===== src/rtl/pad_cfg_cell.sv =====
`timescale 1ns/1ps
module pad_cfg_cell #(
  parameter int          CFG_W       = 13,
  parameter logic [12:0] DEFAULT_CFG = 13'h0403
) (
  input  logic       clk,
  input  logic       rst_n,
  input  logic       shift_en,
  input  logic       load,
  input  logic       ser_in,
  output logic       ser_out,
  input  logic       usr_out,
  input  logic       usr_oe_n,
  output logic       usr_in,
  input  logic       mgmt_out,
  input  logic       mgmt_oe_n,
  output logic       mgmt_in,
  input  logic       pad_in,
  output logic       pad_out,
  output logic       pad_oe_n,
  output logic       pad_ie_n,
  output logic [2:0] pad_dm,
  output logic       pad_pullup,
  output logic       pad_dig_off,
  output logic       pad_slow,
  output logic       pad_lvttl,
  output logic       pad_in_1v8,
  output logic       pad_ana_en,
  output logic [1:0] pad_ana_conn
);
  localparam int B_OWN   = 0;
  localparam int B_ODIS  = 1;
  localparam int B_IDIS  = 3;
  localparam int B_V18   = 4;
  localparam int B_AEN   = 5;
  localparam int B_ASEL  = 6;
  localparam int B_APOL  = 7;
  localparam int B_SLOW  = 8;
  localparam int B_TRIP  = 9;
  localparam int B_DM_LO = 10;
  localparam int MSB     = CFG_W - 1;

  logic [MSB:0] stage_q;
  logic [MSB:0] shadow_q;

  always_ff @(posedge clk or negedge rst_n) begin
    if (!rst_n) begin
      stage_q  <= '0;
      shadow_q <= DEFAULT_CFG[MSB:0];
    end else begin
      if (shift_en) stage_q  <= {stage_q[MSB-1:0], ser_in};
      if (load)     shadow_q <= stage_q;
    end
  end

  assign ser_out = stage_q[MSB];

  wire own_mgmt = shadow_q[B_OWN];
  wire in_ok    = ~shadow_q[B_IDIS];

  assign pad_out  = own_mgmt ? mgmt_out : usr_out;
  assign pad_oe_n = shadow_q[B_ODIS] | (own_mgmt ? mgmt_oe_n : usr_oe_n);
  assign pad_ie_n = ~in_ok;
  assign usr_in   = ~own_mgmt & in_ok & pad_in;
  assign mgmt_in  =  own_mgmt & in_ok & pad_in;

  assign pad_dm      = shadow_q[B_DM_LO +: 3];
  assign pad_pullup  = (pad_dm[2:1] == 2'b01);
  assign pad_dig_off = (pad_dm[2:1] == 2'b00);

  assign pad_slow   = shadow_q[B_SLOW];
  assign pad_in_1v8 = shadow_q[B_V18];
  assign pad_lvttl  = shadow_q[B_TRIP] & ~shadow_q[B_V18];

  assign pad_ana_en   = shadow_q[B_AEN];
  assign pad_ana_conn = (shadow_q[B_ASEL] == pad_out) ? {2{pad_out}}
                      : (shadow_q[B_APOL] ? 2'd2 : 2'd1);
endmodule


===== config.mk =====
export PLATFORM = sky130hd
export DESIGN_NAME = pad_cfg_cell
export DESIGN_NICKNAME = d
export VERILOG_FILES = /design/src/rtl/pad_cfg_cell.sv
export SDC_FILE = /design/constraint.sdc
export NUM_CORES = 1
export LEC_CHECK = 0
export ABC_AREA = 1
export BUFFER_PORTS_ARGS = -buffer_cell sky130_fd_sc_hd__buf_2
export CORE_ASPECT_RATIO = 1.75
export CORE_MARGIN = 2
export CORE_UTILIZATION = 29
export DETAILED_ROUTE_END_ITERATION = 12
export GPL_TIMING_DRIVEN = 0
export SYNTH_ARGS = -nofsm -noshare
export SYNTH_HDL_FRONTEND = slang
export SYNTH_SLANG_ARGS = --single-unit
export TNS_END_PERCENT = 100

===== constraint.sdc =====
create_clock -name clk -period 1.35 [get_ports clk]
set_input_delay 0.27 -clock clk [delete_from_list [all_inputs] [get_ports clk]]
set_output_delay 0.27 -clock clk [all_outputs]
set_load 0.01 [all_outputs]

# Yosys cells after proc, flatten, opt, wreduce, memory -nomap -nowiden
# Cells that the tools add are included.
[word_totals]
ff_bits = 26
in_bits = 10
out_inout_bits = 17
wordCells = 18
[op_classes]
n_eq_ne = 2
mux = 4
bitwise_logic = 9
n_reduce_logical = 1
[op_table]
columns = ["cell", "n"]
rows = [
  ["AND 1 bit", 5],
  ["2-to-1 mux 2 bit", 2],
  ["NOT 1 bit", 3],
  ["== test 2 x 1 -> 1 bit, second input constant", 1],
  ["logical NOT 2 bit", 1],
  ["2-to-1 mux 1 bit", 2],
  ["== test 1 bit", 1],
  ["bitwise OR 1 bit", 1],
]

# Depth between registers and ports, before layout
[logic_depth]
word_depth = 3
depth_mapped = 5
mapped_depth_nobuf = 5

# Least setup slack after synthesis
# OpenSTA, ideal clock, no wires.
[synth_path]
kind = "register -> output"
start = "reg shadow_q[0]"
end = "out pad_ana_conn[0]"
t_arrival_ns = 0.952
required_ns = 1.080
path_slack_ns = 0.128
path_stages_with_launch = 5
n_path_buf = 0
path_cell_list = "dfstp_2 -> nand2_1 -> nand2_2 -> nor2_2 -> a21oi_1"
[synth_between]
elab_chain_cells = 3
[synth_rtl]
columns = ["item", "line", "source"]
rows = [
  ["start, declared", "44", "logic [MSB:0] shadow_q;"],
  ["start signal, assigned", "49", "shadow_q <= DEFAULT_CFG[MSB:0];"],
  ["start signal, assigned", "52", "if (load) shadow_q <= stage_q;"],
  ["2-to-1 mux 1 bit *", "61", "assign pad_out = own_mgmt ? mgmt_out : usr_out;"],
  ["net pad_out", "19", "output logic pad_out,"],
  ["== test 1 bit", "76", "assign pad_ana_conn = (shadow_q[B_ASEL] == pad_out) ? {2{pad_out}}"],
  ["2-to-1 mux 2 bit *", "76", ""],
  ["end, declared", "29", "output logic [1:0] pad_ana_conn"],
]
# The timed path passes the listed nets; every way through them passes the cells marked *.

# Worst setup path after layout
[layout_path]
start = "reg shadow_q[0]"
end = "out pad_ana_conn[1]"
[layout_between]
elab_chain_cells = 3
[layout_rtl]
columns = ["item", "line"]
rows = [
  ["2-to-1 mux 1 bit *", "61"],
  ["== test 1 bit", "76"],
  ["2-to-1 mux 2 bit *", "76"],
]
# Every way passes the cells marked *; elsewhere a longest branch is shown, timed or not.

==> results.cfg <==
[outcome]
status = finished with violations
violations = negative setup slack

[final_layout]
diodes = 0
syn2layout_area_growth_pct = 26.5
layout.nets = 158
nFillCells = 380
drive_gt1_share_pct = 37.4
fin_util_pct = 38.2
register_area_um2 = 629
multi_input_area_um2 = 342

[sta]
hold_viol_final = 0
setup-violations-final = 6
min_period_ps = 1570
maxSlewHeadroom_pct = 64.0
tightest_slew_ps = 539
drv_slew = 0
timing.fmax_mhz = 636
finalClockSkew_ps = 3.47
rsz0062_at_grt = yes
min_period_over_period_pct = 117
layout_setup_ws_ps = -223

[critical_path]
path_class = reg2out
crit_path_cell_trace = inv_4, nand2_2, nand2_4, nor2_4, a21oi_2, buf_2
crit_slowest_cell = dfstp_2
crit_family = flip-flops
endpoint_kind = primary output
critPathMaxFanout = 5
crit_path_start_kind = register
crit_required_ps = 1080
cpPeakStageDelay_ps = 580
cp.buffers_inverters = 2
crit_arrival_ps = 1300

[yosys]
ys_seq_elements = 25
syn_nets = 125
synth.distinct_cells = 18
syn_inst = 115
synth_commonest_cells = 22 x dfrtp_1, 18 x nand2_1, 15 x inv_1
synth-main-ff-cell = dfrtp_1
yosysMostFrequentCell = dfrtp_1
synth.top_cell.area_share_pct = 50.7
ys_seq_area_share_pct = 58.0
avgSynthCellArea_um2 = 9.43
async_flop_share_pct = 100
synth-edff-count = 0
yosys-top-cells-area = dfrtp_1 51%, dfstp_2 7.3%, nand2_1 6.2%, o21ai_0 5.5%, buf_6 5.2%
yosysWarnings = 0
synthesis.area_um2 = 1080
synth.largest_area_cell = dfrtp_1

[clock_network]
path_clk_slew_ps = 80
cts-root-buf = clkbuf_8
clk_path_buf_depth = 2
clk-insertion-delay-late_ps = 270
cts.htree.levels = 1
numCtsBuffers = 3
cts.sinks = 25
cts_tree = built

[drt]
vias = 840
drc = 0
drt-initial-drc-count = 12
wire_per_inst_um = 11.0
drt_first_pass_iters = 4
routed_wl_um = 2120
vias_per_cell = 4.35
ant_nets = 0

[global_routing]
grt_pass1_vias = 895
grt_pass1_wl_um = 3710
grt.overflow.total = 0
grtUsageTotal_pct = 11.5
antenna_found_initial = 0
grt_max_degree = 26

[power]
ir_drop_mv = 0.443
power_w = 0.00177
powerDensity_nw_per_um2 = 1290
p_leak_nw = 0.681

[die]
die_height_um = 84.9
core_um2 = 3590
die_area_um2 = 4270
start_util_pct = 30.2
io_pins = 27
fp-row-count = 29
die_w_um = 50.2

[placed_design]
port_buffers = 25
dp_hpwl_um = 1660
place_congestion = 0.724

[job]
maxCapViolations = 0

[min_path]
min_path_type = in2reg
-- final cells by class --
cell class,count,share of cell area (%)
tap,46,4.19
clock buffer,3,3.01
clock inverter,1,0.365
multi-input combinational,66,24.9
buffer,8,5.74
inverter,16,4.56
timing repair buffer,28,11.4
sequential,25,45.9
-- metrics by stage --
step	cell area, µm²	setup TNS, ps	std cells	hold WS [ps]	worst slack, ps
after detailed placement	1270	0	186	285	55.2
after global routing	1370	-1250	193	230	-302
final	1370	-850	193	234	-223
after CTS	1340	-860	193	232	-213
after global placement	1270	0	186	279	74.1
after floorplan	1080	0	115	-25.6	128
-- where the power goes --
group          switching (W)  internal (W)  total [W]
sequential         0.0000698      0.000863   0.000933
combinational       0.000219      0.000182   0.000401
clock               0.000232      0.000207   0.000438
total               0.000520       0.00125    0.00177
-- cell usage in the layout, fill, tap and decap left out --
cell type / count
buf_2: 24
dfrtp_1: 22
nand2_1: 17
inv_1: 15
nor2_1: 14
o21ai_0: 12
a21oi_1: 8
buf_6: 6
a21oi_2: 5
buf_4: 5
clkbuf_8: 3
dfstp_2: 3
nand2_2: 2
inv_4: 1
nand2_4: 1
nand3_2: 1
nor2_4: 1
nor3_2: 1
nor3_1: 1
nand3_1: 1
o21ai_1: 1
mux2_2: 1
clkinv_2: 1
dlygate4sd3_1: 1
-- worst paths after layout --
kind	slack, ps	cells past startpoint	start	end
min in group asynchronous	510	2	rst_n	shadow_q[8]
max	-220	6	shadow_q[0]	pad_ana_conn[1]
min	230	2	ser_in	stage_q[0]
min reg2reg	480	2	shadow_q[1]	shadow_q[1]
max reg2reg	500	2	shadow_q[0]	shadow_q[0]
max in group asynchronous	460	2	rst_n	shadow_q[0]
-- per-layer routing --
metal	routed length [µm]	part of all wire (%)	GRT usage (%)	vias to the layer above
li1	-	-	-	418
met1	727	34	11.2	403
met2	1290	61	21.4	14
met3	37	1.7	1.23	5
met4	72	3.4	8.33	0
met5	0	0	0	-
-- registers in the layout (all words and copies together), names as in the netlist --
name      count
shadow_q     12
stage_q      13
-- timing repair --
action,CTS,global route
gates resized for setup,2,6
buffers inserted,2,0
endpoints found under the setup margin,5,6
hold buffers,1,0
endpoints found under the hold margin,22,0
-- cell families after synthesis --
group | count (synthesis) | synth area share (%)
AND/OR/NAND/NOR | 39 | 15.1
AO/OA/AOI/OAI | 26 | 13.0
flip-flops | 25 | 58.0
multiplexers | 1 | 1.04
buffers and inverters | 24 | 12.8
Power figures use the tool's default switching activity.
